==> config.mk <==
export PLATFORM = sky130hd
export DESIGN_NAME = hetero_adder
export DESIGN_NICKNAME = d
export VERILOG_FILES = /design/src/rtl/hetero_adder_pkg.sv /design/src/rtl/seg_ripple.sv /design/src/rtl/seg_skip.sv /design/src/rtl/seg_select.sv /design/src/rtl/seg_lookahead.sv /design/src/rtl/hetero_adder.sv
export SDC_FILE = /design/constraint.sdc
export NUM_CORES = 1
export LEC_CHECK = 0
export ABC_AREA = 1
export BUFFER_PORTS_ARGS = -buffer_cell sky130_fd_sc_hd__buf_2
export CAP_MARGIN = 20
export CORE_AREA = 2 2 42 44
export DETAILED_ROUTE_END_ITERATION = 7
export DIE_AREA = 0 0 44 46
export PLACE_DENSITY = 0.79
export SYNTH_ARGS = -nofsm -noshare
export SYNTH_HDL_FRONTEND = slang
export SYNTH_SLANG_ARGS = --single-unit
==> constraint.sdc <==
create_clock -name vclk -period 8.15
set_input_delay 1.2225 -clock vclk [all_inputs]
set_output_delay 1.2225 -clock vclk [all_outputs]
set_load 0.01 [all_outputs]
==> src/rtl/hetero_adder_pkg.sv <==
// Package: shared types and carry helpers for the segmented adder.
// Assumes callers pass lookahead group vectors of at most 4 bits.
package hetero_adder_pkg;

    localparam int SKIP_GRP = 4;
    localparam int LA_GRP   = 4;

    typedef struct packed {
        logic s;
        logic co;
    } fa_t;

    // One-bit full adder.
    function automatic fa_t full_add(logic x, logic y, logic ci);
        fa_t r;
        r.s  = x ^ y ^ ci;
        r.co = (x & y) | (ci & (x ^ y));
        return r;
    endfunction

    // Sum-of-products carry into bit n of a 4-bit group.
    function automatic logic la_carry(logic [3:0] gen, logic [3:0] prop,
                                      logic ci, int n);
        logic acc;
        logic term;
        acc = 1'b0;
        for (int k = 0; k < 4; k++) begin
            if (k < n) begin
                term = gen[k];
                for (int m = 0; m < 4; m++) begin
                    if (m > k && m < n) term = term & prop[m];
                end
                acc = acc | term;
            end
        end
        term = ci;
        for (int m = 0; m < 4; m++) begin
            if (m < n) term = term & prop[m];
        end
        return acc | term;
    endfunction

endpackage

==> src/rtl/seg_ripple.sv <==
// Ripple slice: one full adder per bit, carries chained upward.
// Assumes W >= 1.
module seg_ripple #(
    parameter int W = 4
) (
    input  logic [W-1:0] a,
    input  logic [W-1:0] b,
    input  logic         ci,
    output logic [W-1:0] s,
    output logic         co
);
    import hetero_adder_pkg::*;

    logic [W:0] c;

    assign c[0] = ci;

    for (genvar i = 0; i < W; i++) begin : g_bit
        fa_t r;
        // Bit i of the slice: sum and carry to bit i+1.
        assign r        = full_add(a[i], b[i], c[i]);
        assign s[i]     = r.s;
        assign c[i+1]   = r.co;
    end

    assign co = c[W];
endmodule

==> src/rtl/seg_skip.sv <==
// Skip slice: ripple inside each group; a fully propagating group
// hands its carry-in straight to the next group. Assumes W >= 1.
module seg_skip #(
    parameter int W = 4
) (
    input  logic [W-1:0] a,
    input  logic [W-1:0] b,
    input  logic         ci,
    output logic [W-1:0] s,
    output logic         co
);
    import hetero_adder_pkg::*;

    localparam int NG = (W + SKIP_GRP - 1) / SKIP_GRP;

    logic [NG:0] gc;

    assign gc[0] = ci;

    for (genvar g = 0; g < NG; g++) begin : g_grp
        localparam int LO = g * SKIP_GRP;
        localparam int GW = ((W - LO) < SKIP_GRP) ? (W - LO) : SKIP_GRP;
        logic rip_co;
        logic bypass;

        seg_ripple #(.W(GW)) u_rip (
            .a  (a[LO +: GW]),
            .b  (b[LO +: GW]),
            .ci (gc[g]),
            .s  (s[LO +: GW]),
            .co (rip_co)
        );

        // Group skips when every bit propagates.
        assign bypass  = &(a[LO +: GW] ^ b[LO +: GW]);
        // Group carry-out: bypassed carry-in or rippled carry.
        assign gc[g+1] = bypass ? gc[g] : rip_co;
    end

    assign co = gc[NG];
endmodule

==> src/rtl/seg_select.sv <==
// Select slice: two speculative ripple sums (carry 0 and carry 1),
// real carry-in picks one. Assumes W >= 1.
module seg_select #(
    parameter int W = 4
) (
    input  logic [W-1:0] a,
    input  logic [W-1:0] b,
    input  logic         ci,
    output logic [W-1:0] s,
    output logic         co
);
    logic [W-1:0] s0;
    logic [W-1:0] s1;
    logic         c0;
    logic         c1;

    seg_ripple #(.W(W)) u_zero (
        .a  (a),
        .b  (b),
        .ci (1'b0),
        .s  (s0),
        .co (c0)
    );

    seg_ripple #(.W(W)) u_one (
        .a  (a),
        .b  (b),
        .ci (1'b1),
        .s  (s1),
        .co (c1)
    );

    // Final multiplexer driven by the incoming carry.
    assign s  = ci ? s1 : s0;
    assign co = ci ? c1 : c0;
endmodule

==> src/rtl/seg_lookahead.sv <==
// Lookahead slice: per-bit propagate (XOR) and generate (AND); carries
// formed as sum-of-products inside 4-bit groups, groups chained by
// group generate/propagate. Assumes W >= 1.
module seg_lookahead #(
    parameter int W = 4
) (
    input  logic [W-1:0] a,
    input  logic [W-1:0] b,
    input  logic         ci,
    output logic [W-1:0] s,
    output logic         co
);
    import hetero_adder_pkg::*;

    localparam int NG = (W + LA_GRP - 1) / LA_GRP;

    logic [W-1:0] prop;
    logic [W-1:0] gen;
    logic [NG:0]  gc;

    assign prop  = a ^ b;
    assign gen   = a & b;
    assign gc[0] = ci;

    for (genvar g = 0; g < NG; g++) begin : g_grp
        localparam int LO = g * LA_GRP;
        localparam int GW = ((W - LO) < LA_GRP) ? (W - LO) : LA_GRP;
        logic [3:0] pv;
        logic [3:0] gv;
        logic       grp_g;
        logic       grp_p;

        assign pv = 4'(prop[LO +: GW]);
        assign gv = 4'(gen[LO +: GW]);

        for (genvar j = 0; j < GW; j++) begin : g_bit
            // Sum bit j: propagate XOR lookahead carry.
            assign s[LO+j] = pv[j] ^ la_carry(gv, pv, gc[g], j);
        end

        // Group generate and propagate, then group carry-out.
        assign grp_g   = la_carry(gv, pv, 1'b0, GW);
        assign grp_p   = &pv[GW-1:0];
        assign gc[g+1] = grp_g | (grp_p & gc[g]);
    end

    assign co = gc[NG];
endmodule

==> src/rtl/hetero_adder.sv <==
// Top: four slices from low to high (ripple, skip, select, lookahead),
// carries chained. A zero-width slice passes its carry through.
// Assumes the four widths sum to DATA_W; otherwise elaboration fails.
module hetero_adder #(
    parameter int DATA_W = 16,
    parameter int W_RC   = 4,
    parameter int W_SK   = 4,
    parameter int W_SL   = 4,
    parameter int W_LA   = 4
) (
    input  logic [DATA_W-1:0] op_a,
    input  logic [DATA_W-1:0] op_b,
    input  logic              carry_in,
    output logic [DATA_W-1:0] sum,
    output logic              carry_out
);
    localparam int O_RC = 0;
    localparam int O_SK = O_RC + W_RC;
    localparam int O_SL = O_SK + W_SK;
    localparam int O_LA = O_SL + W_SL;

    if (W_RC < 0 || W_SK < 0 || W_SL < 0 || W_LA < 0
        || (W_RC + W_SK + W_SL + W_LA) != DATA_W) begin : g_bad_widths
        $fatal(1, "hetero_adder: slice widths %0d/%0d/%0d/%0d do not sum to %0d",
               W_RC, W_SK, W_SL, W_LA, DATA_W);
    end

    // c_seg[k] is the carry into slice k; c_seg[4] leaves the block.
    logic [4:0] c_seg;

    assign c_seg[0] = carry_in;

    if (W_RC > 0) begin : g_rc
        seg_ripple #(.W(W_RC)) u_seg (
            .a  (op_a[O_RC +: W_RC]),
            .b  (op_b[O_RC +: W_RC]),
            .ci (c_seg[0]),
            .s  (sum[O_RC +: W_RC]),
            .co (c_seg[1])
        );
    end else begin : g_rc_pass
        assign c_seg[1] = c_seg[0];
    end

    if (W_SK > 0) begin : g_sk
        seg_skip #(.W(W_SK)) u_seg (
            .a  (op_a[O_SK +: W_SK]),
            .b  (op_b[O_SK +: W_SK]),
            .ci (c_seg[1]),
            .s  (sum[O_SK +: W_SK]),
            .co (c_seg[2])
        );
    end else begin : g_sk_pass
        assign c_seg[2] = c_seg[1];
    end

    if (W_SL > 0) begin : g_sl
        seg_select #(.W(W_SL)) u_seg (
            .a  (op_a[O_SL +: W_SL]),
            .b  (op_b[O_SL +: W_SL]),
            .ci (c_seg[2]),
            .s  (sum[O_SL +: W_SL]),
            .co (c_seg[3])
        );
    end else begin : g_sl_pass
        assign c_seg[3] = c_seg[2];
    end

    if (W_LA > 0) begin : g_la
        seg_lookahead #(.W(W_LA)) u_seg (
            .a  (op_a[O_LA +: W_LA]),
            .b  (op_b[O_LA +: W_LA]),
            .ci (c_seg[3]),
            .s  (sum[O_LA +: W_LA]),
            .co (c_seg[4])
        );
    end else begin : g_la_pass
        assign c_seg[4] = c_seg[3];
    end

    assign carry_out = c_seg[4];
endmodule

==> key figures, run 1 <==
Global routing
  • First-pass GRT wire length: about 2.2 mm
  • Vias in the first global route: 615
  • Largest net degree at the start of global routing: 7
  • Initial antenna violation count: 0
  • GR Overflow Total: 0
  • Total track usage: 13.6%

Die
  • Die Y: 46 µm
  • Starting Density: 37.8%
  • Row Count: 15
  • I/O pin count: 50
  • Die W: 44 µm
  • Core region area: about 1600 µm²
  • Die area: 2020 µm²

Synth
  • Post-Syn Nets: ~130
  • Synthesized area: about 600 µm²
  • Synthesized instance count: between 70 and 80
  • Seq/Total Area, Yosys: 0%
  • Syn avg cell area: 7.93 µm²
  • Yosys warns: 0
  • Yosys cell types: 9

Drt
  • Residual DRC: 0
  • Starting DRT DRC Count: 4
  • TritonRoute pass-1 iters: 3
  • Post-Route WL: 1.38 mm
  • Via count: 674
  • WL/cell: between 9 and 10 µm
  • DR vias/cell: ~4.7
  • Final ANT Viol Nets: 0

Timing
  • Final worst slack: roughly 0.56 ns
  • Slew Viols, Final: 0
  • Final Hold Vio Count: 0
  • Highest Clock Rate: 0.132 GHz
  • Fin Hold WS: 2.79 ns
  • RSZ-0062 raised after global routing: no
  • Tmin final: 7.59 ns
  • Rel. slew slack: ~86%
  • Crit share post-route: 93.1%
  • Post-route setup TNS: 0 ns
  • Worst-Margin Slew: 0.207 ns
  • Setup-failing EPs final: 0

Power and ir drop
  • Pwr/cell area: 77.8 nW/µm²
  • Worst VDD drop: 0.0346 mV
  • Leakage power: 0.539 nW

Setup path
  • Startpoint types: input pin
  • CP Class: input pin to output pin
  • Crit path required time: between 6 and 7 ns
  • Worst setup EP type: output pin
  • Worst path bufs/invs: 5
  • Worst path slowest cell: fa_1
  • WP data arrival: 6.36 ns
  • Largest delay contributor family on the critical path: adder cells
  • Worst path max stage delay: 0.43 ns
  • CP dominant cell by count: fa_1
  • Largest fanout on the critical path: 3

Final layout
  • Area grow syn2layout: 44.5%
  • Share of cells above drive strength 1: between 30% and 40%
  • CLK BUF: 0
  • Filler cells: 154
  • Design Area, Final: 882 µm²
  • Reg area: 0 µm²
  • Seq_cells: 0
  • Antenna diodes: 0
  • Nets: approximately 190

Placed design
  • Port Buffers: 50
  • Setup WS pre-CTS: 0.525 ns
  • Hpwl dp: 1.33 mm
  • Placed inst area: around 900 µm²
  • Placer congestion estimate: 0.699

Hold path
  • Worst Hold Launch: carry_in
  • Worst min-delay path class: input pin to output pin
  • WHS Endpoint: sum[0]
  • Hold path depth: 3

Clock network
  • CTS Hold Bufs: 0
  • Post-cts resize count: 0
  • Post-CTS setup buffers: 0

Run status
  • Status: complete, no violations

Job
  • Maxcap violations: 0
area by class of cell:
class,count,area [µm²],area share [%]
Timing Repair Buffer,50,250,28.4
Tap cell,17,21.3,2.41
Multi-Input combinational cell,59,543,61.6
Inverter,18,67.6,7.66
metal layers:
metal  vias up  track usage [%]  routed length (µm)  share of wire (%)
li1        333                -                   -                  -
met1       305             13.3                 444                 32
met2        36             31.2                 788                 57
met3         0             1.19                 143                 10
met4         0                0                   0                  0
met5         -                0                   0                  0
synth_stat cells:
master | number | area, µm²
nand3b_1 | 1 | 7.51
ha_1 | 11 | 138
fa_1 | 12 | 240
nand2_1 | 18 | 67.6
inv_1 | 18 | 67.6
xor2_1 | 2 | 17.5
nor2_1 | 5 | 18.8
nand3_1 | 7 | 35.0
nand4_1 | 3 | 18.8
per-stage QoR:
step | utilization [%] | power [W] | cells
floorplan | - | 0.0000419 | 77
global placement | 54.7 | 0.0000666 | 144
detailed placement | 54.7 | 0.0000697 | 144
CTS | 54.7 | 0.0000700 | 144
global route | 54.7 | 0.0000780 | 144
finish | 54.7 | 0.0000686 | 144
where the power goes:
group	total, W	switching (W)	leakage [nW]	internal [W]
sequential	0	0	0	0
clock	0	0	0	0
combinational	0.0000686	0.0000373	0.539	0.0000314
total	0.0000686	0.0000373	0.539	0.0000314
placed cells by master (no fill, tap or decap):
cell | netlist | final
fa_1 | 12 | 12
nand4_1 | 3 | 3
inv_1 | 18 | 18
nand2_1 | 18 | 18
nand3_1 | 7 | 7
ha_1 | 11 | 11
buf_2 | 0 | 50
nand3b_1 | 1 | 1
nor2_1 | 5 | 5
xor2_1 | 2 | 2
kinds of logic (layout without fill, tap and decap cells):
| logic type | Yosys count | after routing | synth area share (%) |
|---|---|---|---|
| and+or+nand+nor | 34 | 34 | 24.2 |
| xor gates and xnor gates | 2 | 2 | 2.87 |
| adders and majority gates | 23 | 23 | 61.9 |
| buffers and inverters | 18 | 68 | 11.1 |
worst max path at each step:
stage / startpoint / end / slack, ns / cells after the start
2_1_floorplan: op_a[0] / sum[13] / 0.97 / 19
3_3_place_gp: op_a[0] / sum[15] / 0.61 / 25
3_5_place_dp: op_a[0] / sum[15] / 0.53 / 25
4_1_cts: op_a[0] / sum[15] / 0.51 / 25
5_1_grt: op_a[0] / sum[15] / 0.29 / 25
6_report: op_a[0] / sum[15] / 0.56 / 25
Note: power is estimated with default switching activity, not from simulation.
==> inputs of run 2 (changes only) <==
==> constraint.sdc (replaced) <==
create_clock -name vclk -period 7.6
set_input_delay 1.52 -clock vclk [all_inputs]
set_output_delay 1.52 -clock vclk [all_outputs]
set_load 0.01 [all_outputs]
==> run 2 against run 1 <==
The run now ends with setup timing left; core utilization is 7.8 points higher; wire length is 11% higher; worst hold slack better by 0.62 ns; setup slack worse by 0.78 ns; via count is 1.3% higher; cell count is 2.8% higher; die area stayed put; count of clock-buffer cells in the layout stayed put; first-iteration DRC count is 25% lower; sequential share of layout area stayed put; global-route usage is 0.71 points higher; critical path type unchanged; highest routed layer unchanged.
==> key figures, run 2 (synthesis results as in run 1) <==
Hold path
  • Worst min-delay path class: input pin to output pin (unchanged)

Setup path
  • CP Capture Point: sum[15] (unchanged)
  • WP data arrival: 6.30 ns (was 6.36 ns)
  • CP Class: input pin to output pin (unchanged)
  • Crit path required time: 6.08 ns (was 6.93 ns)
  • Beginning of the critical path: op_a[0] (unchanged)
  • Largest fanout on the critical path: 3 (unchanged)
  • Worst setup EP type: output pin (unchanged)
  • Startpoint types: input pin (unchanged)

Timing
  • Fin Hold WS: 3.41 ns (was 2.79 ns)
  • Rel. slew slack: 82.0% (was 86.2%)
  • Final Hold Vio Count: 0 (unchanged)
  • Highest Clock Rate: 0.128 GHz
  • RSZ-0062 raised after global routing: yes (was no)
  • Final worst slack: -0.222 ns (was 0.563 ns)
  • Crit share post-route: 103%
  • Worst-Margin Slew: 0.270 ns (was 0.207 ns)
  • Setup-failing EPs final: 4 (was 0)
  • Tmin final: 7.82 ns
  • Slew Viols, Final: 0 (unchanged)

Die
  • Core region area: 1610 µm² (unchanged)
  • Die area: 2020 µm² (unchanged)
  • Starting Density: 37.8% (unchanged)
  • Die Y: 46 µm (unchanged)
  • I/O pin count: 50 (unchanged)
  • Die W: 44 µm (unchanged)
  • Row Count: 15 (unchanged)

Run status
  • Status: finished with violations (was complete, no violations)
  • Failing checks: setup timing

Final layout
  • Area grow syn2layout: 65.0% (was 44.5%)
  • Most frequent cells in the layout: 48 x buf_2, 15 x inv_1, 14 x nand2_1 (was 50 x buf_2, 18 x inv_1, 18 x nand2_1)
  • Filler cells: 160 (was 154)
  • Final core utilization: 62.4% (was 54.7%)
  • Seq_cells: 0 (unchanged)
  • Share of cells above drive strength 1: 59.5% (was 39.4%)
  • Reg area: 0 µm² (unchanged)
  • Commonest non-fill, non-tap cell in the layout: buf_2 (unchanged)
  • Antenna diodes: 0 (unchanged)
  • CLK BUF: 0 (unchanged)
  • Area of the multi-input gates: 623 µm² (was 543 µm²)
  • Nets: 189 (was 185)

Placed design
  • Port Buffers: 50 (unchanged)
  • Setup WS pre-CTS: -0.452 ns (was 0.525 ns)
  • Placer congestion estimate: 0.648 (was 0.699)
  • Hpwl dp: 1.28 mm (was 1.33 mm)

Power and ir drop
  • Pwr/cell area: 86.8 nW/µm² (was 77.8 nW/µm²)
  • Total power: 0.0000874 W (was 0.0000686 W)
  • Leakage power: 0.559 nW (was 0.539 nW)
  • Worst VDD drop: 0.0456 mV (was 0.0346 mV)

Drt
  • Via count: 683 (was 674)
  • Post-Route WL: 1.52 mm (was 1.38 mm)
  • Final ANT Viol Nets: 0 (unchanged)
  • DR vias/cell: 4.61 (was 4.68)
  • TritonRoute pass-1 iters: 2 (was 3)
  • Starting DRT DRC Count: 3 (was 4)
  • Residual DRC: 0 (unchanged)
  • WL/cell: 10.3 µm (was 9.56 µm)

Global routing
  • Initial antenna violation count: 0 (unchanged)
  • Total track usage: 14.3% (was 13.6%)
  • Largest net degree at the start of global routing: 7 (unchanged)
  • GR Overflow Total: 0 (unchanged)
  • Vias in the first global route: 606 (was 615)
  • First-pass GRT wire length: 2.26 mm (was 2.17 mm)

Job
  • Maxcap violations: 0 (unchanged)

Clock network
  • CTS Hold Bufs: 0 (unchanged)
run 2: changes by cell type in the layout (fill, tap and decap cells not counted), moves of 3 or more:
| cell | before | now |
|---|---|---|
| nand3_1 | 7 | 4 |
| nand3_2 | 0 | 3 |
| buf_4 | 0 | 4 |
| nand2_1 | 18 | 14 |
| fa_2 | 0 | 11 |
| fa_1 | 12 | 1 |
| inv_1 | 18 | 15 |
| nand2_2 | 0 | 4 |
run 2: where the power goes:
part           total [W]  switching (W)  internal [W]
Clock                  0              0             0
Sequential             0              0             0
Combinational  0.0000874      0.0000457     0.0000417
Total          0.0000874      0.0000457     0.0000417
run 2: through the flow:
step	area, µm²	TNS, ns	instances
floorplan	648	0	77
global placement	927	-1.11	145
detailed placement	927	-1.52	145
CTS	980	-0.729	146
global route	1010	-1.28	148
finish	1010	-0.711	148
run 2: timing repair:
action	CTS	global route
endpoints found under the hold margin	0	0
pin swaps	7	5
setup endpoints to repair	5	4
setup buffers	1	2
resized for setup	14	3
run 2: critical path: stages:
cell and delay, ns:
buf_6 0.09, fa_2 0.37, fa_2 0.35, fa_2 0.35, fa_2 0.38, fa_2 0.36
fa_2 0.35, fa_2 0.34, inv_2 0.06, fa_2 0.19, nand2_2 0.07, nand3_2 0.07
nand2_2 0.06, fa_2 0.35, fa_2 0.36, inv_2 0.06, fa_2 0.20, inv_4 0.05
ha_4 0.16, nand2_2 0.05, nand3b_1 0.14, nand2_1 0.12, nand3_2 0.07, nand2_2 0.08
buf_6 0.09
run 2: worst min-delay path by stage:
stage | start | endpoint | depth (start not counted)
after floorplan | op_b[10] | sum[10] | 1
after global placement | op_b[10] | sum[10] | 3
after detailed placement | op_b[6] | sum[6] | 3
after CTS | op_a[0] | sum[0] | 3
after global routing | op_a[0] | sum[0] | 3
final | op_a[0] | sum[0] | 3
run 2: area by class of cell:
type               count  area share (%)
well taps             17            2.11
inverters             18            6.96
repair buffers        54            29.1
multi-input cells     59            61.9
run 2: routing by layer:
layer	up-vias	share of wire, %	track usage (%)
met4	0	0	0
met1	310	29	14.9
met5	-	0	0
met3	0	10	0.794
li1	338	-	-
met2	35	60	32.1
